[src/rtl/dptr_pkg.sv]
package dptr_pkg;
    typedef enum logic {
        STEP_HORZ = 1'b0,
        STEP_VERT = 1'b1
    } step_mode_e;
endpackage

[src/rtl/dptr_step.sv]
// Next pointer location for one stored byte, in either stepping order.
module dptr_step #(
    parameter int COLS  = 102,
    parameter int BANKS = 9,
    localparam int CW = $clog2(COLS),
    localparam int BW = $clog2(BANKS)
) (
    input  logic [CW-1:0]      col,
    input  logic [BW-1:0]      bank,
    input  dptr_pkg::step_mode_e mode,
    output logic [CW-1:0]      col_nx,
    output logic [BW-1:0]      bank_nx
);
    logic col_end, bank_end;

    assign col_end  = (col  == CW'(COLS - 1));
    assign bank_end = (bank == BW'(BANKS - 1));

    always_comb begin
        col_nx  = col;
        bank_nx = bank;
        if (mode == dptr_pkg::STEP_HORZ) begin
            if (col_end) begin
                col_nx  = '0;
                bank_nx = bank_end ? '0 : bank + 1'b1;
            end else begin
                col_nx = col + 1'b1;
            end
        end else begin
            if (bank_end) begin
                bank_nx = '0;
                col_nx  = col_end ? '0 : col + 1'b1;
            end else begin
                bank_nx = bank + 1'b1;
            end
        end
    end
endmodule

[src/rtl/dptr_lin.sv]
// Linear byte address: bank-major, COLS bytes per bank.
module dptr_lin #(
    parameter int COLS  = 102,
    parameter int BANKS = 9,
    localparam int CW = $clog2(COLS),
    localparam int BW = $clog2(BANKS),
    localparam int AW = $clog2(COLS * BANKS)
) (
    input  logic [CW-1:0] col,
    input  logic [BW-1:0] bank,
    output logic [AW-1:0] addr
);
    localparam logic [AW-1:0] ROW_LEN = AW'(COLS);

    assign addr = AW'(bank) * ROW_LEN + AW'(col);
endmodule

[src/rtl/dptr_guard.sv]
// Decides whether an address load may act this cycle.
module dptr_guard #(
    parameter int COLS  = 102,
    parameter int BANKS = 9,
    localparam int CW = $clog2(COLS),
    localparam int BW = $clog2(BANKS)
) (
    input  logic [CW-1:0] col,
    input  logic [BW-1:0] bank,
    input  logic          armed,
    input  logic          data_stb,
    output logic          at_last,
    output logic          load_ok
);
    assign at_last = (col == CW'(COLS - 1)) && (bank == BW'(BANKS - 1));
    assign load_ok = !data_stb && (!at_last || armed);
endmodule

[src/rtl/dptr_top.sv]
module dptr_top #(
    parameter int COLS  = 102,
    parameter int BANKS = 9,
    localparam int CW = $clog2(COLS),
    localparam int BW = $clog2(BANKS),
    localparam int AW = $clog2(COLS * BANKS)
) (
    input  logic          clk,
    input  logic          rst_n,
    input  logic          data_stb_i,
    input  logic          nop_stb_i,
    input  logic          set_col_stb_i,
    input  logic [CW-1:0] set_col_i,
    input  logic          set_bank_stb_i,
    input  logic [BW-1:0] set_bank_i,
    input  logic          step_mode_i,
    output logic [CW-1:0] col_o,
    output logic [BW-1:0] bank_o,
    output logic [AW-1:0] addr_o,
    output logic          wr_en_o
);
    typedef struct packed {
        logic [CW-1:0] col;
        logic [BW-1:0] bank;
        logic [AW-1:0] addr;
        logic          wen;
        logic          armed;
    } ptr_state_t;

    ptr_state_t s_d, s_q;

    logic [CW-1:0] step_col;
    logic [BW-1:0] step_bank;
    logic [AW-1:0] lin_addr;
    logic          at_last, load_ok;
    logic [CW-1:0] col_lim;
    logic [BW-1:0] bank_lim;
    logic          armed_w;

    dptr_step #(.COLS(COLS), .BANKS(BANKS)) u_step (
        .col     (s_q.col),
        .bank    (s_q.bank),
        .mode    (dptr_pkg::step_mode_e'(step_mode_i)),
        .col_nx  (step_col),
        .bank_nx (step_bank)
    );

    dptr_lin #(.COLS(COLS), .BANKS(BANKS)) u_lin (
        .col  (s_q.col),
        .bank (s_q.bank),
        .addr (lin_addr)
    );

    dptr_guard #(.COLS(COLS), .BANKS(BANKS)) u_guard (
        .col      (s_q.col),
        .bank     (s_q.bank),
        .armed    (s_q.armed),
        .data_stb (data_stb_i),
        .at_last  (at_last),
        .load_ok  (load_ok)
    );

    // Out-of-range load values saturate at the last column / bank.
    assign col_lim  = (set_col_i  > CW'(COLS - 1))  ? CW'(COLS - 1)  : set_col_i;
    assign bank_lim = (set_bank_i > BW'(BANKS - 1)) ? BW'(BANKS - 1) : set_bank_i;

    always_comb begin
        s_d     = s_q;
        s_d.wen = 1'b0;
        if (data_stb_i) begin
            s_d.addr  = lin_addr;
            s_d.wen   = 1'b1;
            s_d.col   = step_col;
            s_d.bank  = step_bank;
            s_d.armed = 1'b0;
        end else begin
            if (load_ok && (set_col_stb_i || set_bank_stb_i)) begin
                if (set_col_stb_i)  s_d.col  = col_lim;
                if (set_bank_stb_i) s_d.bank = bank_lim;
                s_d.armed = 1'b0;
            end
            if (nop_stb_i) s_d.armed = 1'b1;
        end
    end

    always_ff @(posedge clk) begin
        if (!rst_n) s_q <= '0;
        else        s_q <= s_d;
    end

    assign col_o   = s_q.col;
    assign bank_o  = s_q.bank;
    assign addr_o  = s_q.addr;
    assign wr_en_o = s_q.wen;
    assign armed_w = s_q.armed;
endmodule

[config.mk]
export PLATFORM = sky130hd
export DESIGN_NAME = dptr_top
export DESIGN_NICKNAME = d
export VERILOG_FILES = /design/src/rtl/dptr_pkg.sv /design/src/rtl/dptr_step.sv /design/src/rtl/dptr_lin.sv /design/src/rtl/dptr_guard.sv /design/src/rtl/dptr_top.sv
export SDC_FILE = /design/constraint.sdc
export NUM_CORES = 1
export LEC_CHECK = 0
export BUFFER_PORTS_ARGS = -buffer_cell sky130_fd_sc_hd__clkbuf_2
export CORE_ASPECT_RATIO = 1.2
export CORE_MARGIN = 3
export CORE_UTILIZATION = 55
export CTS_BUF_LIST = sky130_fd_sc_hd__clkbuf_16
export CTS_CLUSTER_DIAMETER = 40
export DETAILED_ROUTE_END_ITERATION = 8
export PLACE_DENSITY = 0.78
export SYNTH_ARGS = -nofsm -noshare
export SYNTH_HDL_FRONTEND = slang
export SYNTH_HIERARCHICAL = 1
export SYNTH_SLANG_ARGS = --single-unit
[constraint.sdc]
create_clock -name clk -period 3.6 [get_ports clk]
set_clock_uncertainty 0.15 [all_clocks]
set_input_delay 0.9 -clock clk [delete_from_list [all_inputs] [get_ports clk]]
set_output_delay 0.9 -clock clk [all_outputs]
set_load 0.05 [all_outputs]
Yosys cells after proc, flatten, opt, wreduce, memory -nomap -nowiden:

Cells that the tools add are included.

* register bits: 23
* input bits: 18
* output and inout bits: 22
* logic and storage cells: 45

* add/sub/neg operators: 3
* $mul: 1
* magnitude comparators: 2
* eq/ne operators: 4
* muxes and demuxes: 15
* bitwise gates (word level): 1
* reductions and logical operators: 14

Operators with widths (number)
* $mux W7: 5
* $mux W11: 2
* $mux W4: 5
* $add A10 B7 Y10: 1
* $mul A4 B6 Y9 const B: 1
* $reduce_bool A2 Y1: 4
* $add A7 B1 Y7 const B: 1
* $eq A7 B7 Y1 const B: 1
* $gt A7 B7 Y1 const B: 1
* $reduce_and A3 Y1: 2
* $add A4 B1 Y4 const B: 1
* $eq A4 B4 Y1 const B: 1
* $gt A4 B4 Y1 const B: 1
* $logic_and A1 B1 Y1: 3
* $mux W1: 3
* $ne A3 B1 Y1 const B: 1
* $ne A3 B2 Y1 const B: 1
* $logic_not A1 Y1: 2
* $logic_or A1 B1 Y1: 2
* $reduce_or A2 Y1: 1
* $not A1 Y1: 1

Logic depth before layout (Yosys ltp):

* depth after elaboration: 8
* depth in mapped cells: 14
* depth with buffers taken out: 14

Cells and area by module:

Netlist, hierarchy kept.

Modules (own cells, without submodules)
* dptr_top: times used 1, cells each 103, area an instance 969.7 um2, seq. area each 460.4 um2
* dptr_lin: times used 1, cells each 60, area an instance 523.0 um2, seq. area each 0.0 um2
* dptr_step: times used 1, cells each 57, area an instance 394.1 um2, seq. area each 0.0 um2
* dptr_guard: times used 1, cells each 6, area an instance 51.3 um2, seq. area each 0.0 um2

Worst setup path after synthesis:

Ideal clock, no wire load.

* path kind: flip-flop to flip-flop
* start: register s_q, in the netlist bank_o[2]
* end: register s_q, in the netlist addr_o[8]
* library setup time: 66 ps
* arrival time: 3102 ps
* setup slack: 282 ps
* cell stages (with the launch flop): 13
* path buffers: 0
* period minus slack after synthesis: 3318 ps
* path through: dfxtp_1 -> inv_1 -> ha_1 -> ha_1 -> or2_2 -> ha_1 -> xnor2_1 -> ha_1 -> or4_1 -> o211ai_2 -> xnor2_1 -> mux2i_1 -> nor2b_1

* word-level cells in the longest chain between the ends: 2

Ends and longest elaborated chain
* from (decl): RTL line dptr_top.sv:30 `ptr_state_t s_d, s_q;`
* from (signal assigned): RTL line dptr_top.sv:87 `if (!rst_n) s_q <= '0;`
* from (signal assigned): RTL line dptr_top.sv:88 `else s_q <= s_d;`
* $mul A4 B6 Y9: RTL line dptr_lin.sv:15 `assign addr = AW'(bank) * ROW_LEN + AW'(col);`
* $add A10 B7 Y10: RTL line dptr_lin.sv:15
* net lin_addr[8]: RTL line dptr_top.sv:34 `logic [AW-1:0] lin_addr;`

The timed path passes the listed nets, and every way through them passes these cells.
A chain may end at the register's enable or synchronous reset.

Worst setup path in the final report:

Same ends and word-level chain as after synthesis.

==> flow_metrics.tcl <==
set metrics [dict create \
    final_common_cell "clkbuf_2" \
    cap_violations 0 \
    clock_latency_ns 0.26 \
    firstDrtPassIters 4 \
    whs_path_depth 2 \
    crit_path_start_kind "flop" \
    tightest_slew_ns 0.477 \
    fillers 291 \
    ant_nets 0 \
    hold_buffers 0 \
    setup_viol 0 \
    busiest_layer "met2" \
    hp-class "flop to flop" \
    timing.final.ws_setup_ns 0.476 \
    dp_slack_ns 0.486 \
    cts_max_level 1 \
    grt_pass1_wl_microns 6900 \
    antenna_found_initial 0 \
    grt_pass1_vias 1626 \
    grt.total_usage_pct 20.1 \
    p_total_mw 0.885 \
    gr-total-overflow 0 \
    via_per_inst 6.10 \
    hold_viol 0 \
    fmax_mhz 320 \
    cts-resized-gates 0 \
    synth_cells 225 \
    wire_per_inst_microns 14.2 \
    drc 0 \
    drtIter0Drc 77 \
    die_w_microns 60.1 \
    antenna_cells 0 \
    io_buffer_count 39 \
    coreArea_sq_um 3220 \
    whs_ns 0.368 \
    placed_area_sq_um 2120 \
    worstHoldStart "addr_o[6]$_SDFFE_PN0P_" \
    timing.final.crit_share_pct 86.8 \
    crit_buf_inv 2 \
    area_delta_synth_final_pct 13.8 \
    use_met3_pct 2.19 \
    grt_max_degree 25 \
    grtUsageMet2_pct 36.2 \
    die_area_sq_um 4270 \
    final_nets 299 \
    r2r_end "addr_o[8]$_SDFFE_PN0P_" \
    cts.sinks 23 \
    cts_buffers 3 \
    wl_microns 4200 \
    post_cts_buffers 0 \
    pin_count 40 \
    dpl.hpwl_microns 3160 \
    slowest_delay_ns 0.50 \
    critical_path_class "flop to flop" \
    mappedNetlistArea_sq_um 1930 \
    critPathMostFrequentCell "ha_1" \
    multi_input_area_sq_um 1380 \
    gp_congestion 0.797 \
    clk_pin_slew_ns 0.06 \
    power-per-cell-area_nw_per_um2 402 \
    grt.met1_usage_pct 24.0 \
    maxSlewViolCount 0 \
    ir_drop_v 0.000272 \
    cp.arrival_ns 3.17 \
    maxSlewHeadroom_pct 68.2 \
    outcome "finished, final reports clean" \
    path_max_fanout 11 \
    worstRegToRegCells 13 \
    p_leak_nw 1.02 \
    die_y_microns 70.9 \
    hold_end "addr_o[6]$_SDFFE_PN0P_" \
    seq_area_sq_um 460 \
    regToRegStartpoint "bank_o[2]$_SDFFE_PN0P_" \
    grt_setup_unrepaired "false" \
    clock_path_buffers 2 \
    initial_core_util_pct 60.0 \
    rows 22 \
    fin_area_sq_um 2200 \
    end_kind "flop" \
    clockRootBuffer "clkbuf_16" \
    route.vias.total 1799 \
    layout_common_cells "clkbuf_2, dfxtp_1, ha_1" \
    synth_fp_nets 264 \
    yosysWarnings 6 \
    crit_chain "inv_1 -> ha_1 -> inv_1 -> ha_1 -> ha_1 -> ha_1 -> nand2_1 -> o21ai_1 -> or4_1 -> o211ai_2 -> xnor2_1 -> mux2i_1 -> nor2b_1" \
    cpLargestDelayFamily "adder cells" \
    r2r_slack_ns 0.48 \
    cts_tree "done" \
    postSynthAreaPerCell_sq_um 8.59 \
    critPathRequiredTime_ns 3.65 \
    drive_above_1_share_pct 21.6 \
    finalCriticalPeriod_ns 3.12 \
    slowest_stage "dfxtp_1" \
    setup_tns_ns 0 \
]
layer usage:
metal  share of wire [%]  vias up
met5                   0        -
met4                 2.2        0
met3                 5.5       11
met2                  50       62
met1                  42      831
li1                    -      895
registers in the layout, summed over array words and instances (netlist names):
register / cells
addr_o: 10
col_o: 7
bank_o: 4
armed_w: 1
wr_en_o: 1
worst max-delay path by stage:
stage | depth (start not counted) | to | slack [ns] | startpoint
3_3_place_gp | 13 | addr_o[8]$_SDFFE_PN0P_ | 0.56 | bank_o[2]$_SDFFE_PN0P_
4_1_cts | 13 | addr_o[8]$_SDFFE_PN0P_ | 0.48 | bank_o[2]$_SDFFE_PN0P_
5_1_grt | 13 | addr_o[8]$_SDFFE_PN0P_ | 0.26 | bank_o[2]$_SDFFE_PN0P_
2_1_floorplan | 12 | addr_o[8]$_SDFFE_PN0P_ | 0.28 | bank_o[2]$_SDFFE_PN0P_
3_5_place_dp | 13 | addr_o[8]$_SDFFE_PN0P_ | 0.49 | bank_o[2]$_SDFFE_PN0P_
6_report | 13 | addr_o[8]$_SDFFE_PN0P_ | 0.48 | bank_o[2]$_SDFFE_PN0P_
worst reg2reg max path, delay by kind of cell, from the launching register on:
family,cells,cell delay [ns]
adders and majority gates,4,1.27
and+or+nand+nor,3,0.62
DFF,1,0.50
AOI/OAI and AO/OA,2,0.19
xor gates and xnor gates,1,0.13
buffers and inverters,2,0.12
muxes,1,0.08
area by class of cell:
type                            instances  share of cell area (%)
Timing Repair Buffer                   40                    9.21
Clock inverter                          1                   0.341
Sequential cell                        23                    20.9
Multi-Input combinational cell        183                    62.5
Inverter                                9                    1.54
Tap cell                               36                    2.05
Clock buffer                            3                    3.41
power breakdown:
part | switching (mW) | leakage [nW] | total, mW | internal (mW)
clock network | 0.0982 | 0.0371 | 0.249 | 0.151
logic | 0.204 | 0.793 | 0.325 | 0.121
registers | 0.0331 | 0.190 | 0.312 | 0.279
total | 0.335 | 1.02 | 0.885 | 0.550
per-stage QoR:
step | std cells | util (%)
after detailed placement | 291 | 65.7
after global placement | 291 | 65.7
after CTS | 295 | 68.3
after floorplan | 225 | -
after global routing | 295 | 68.3
final | 295 | 68.3
No activity file was read; power rests on OpenSTA's default activity.
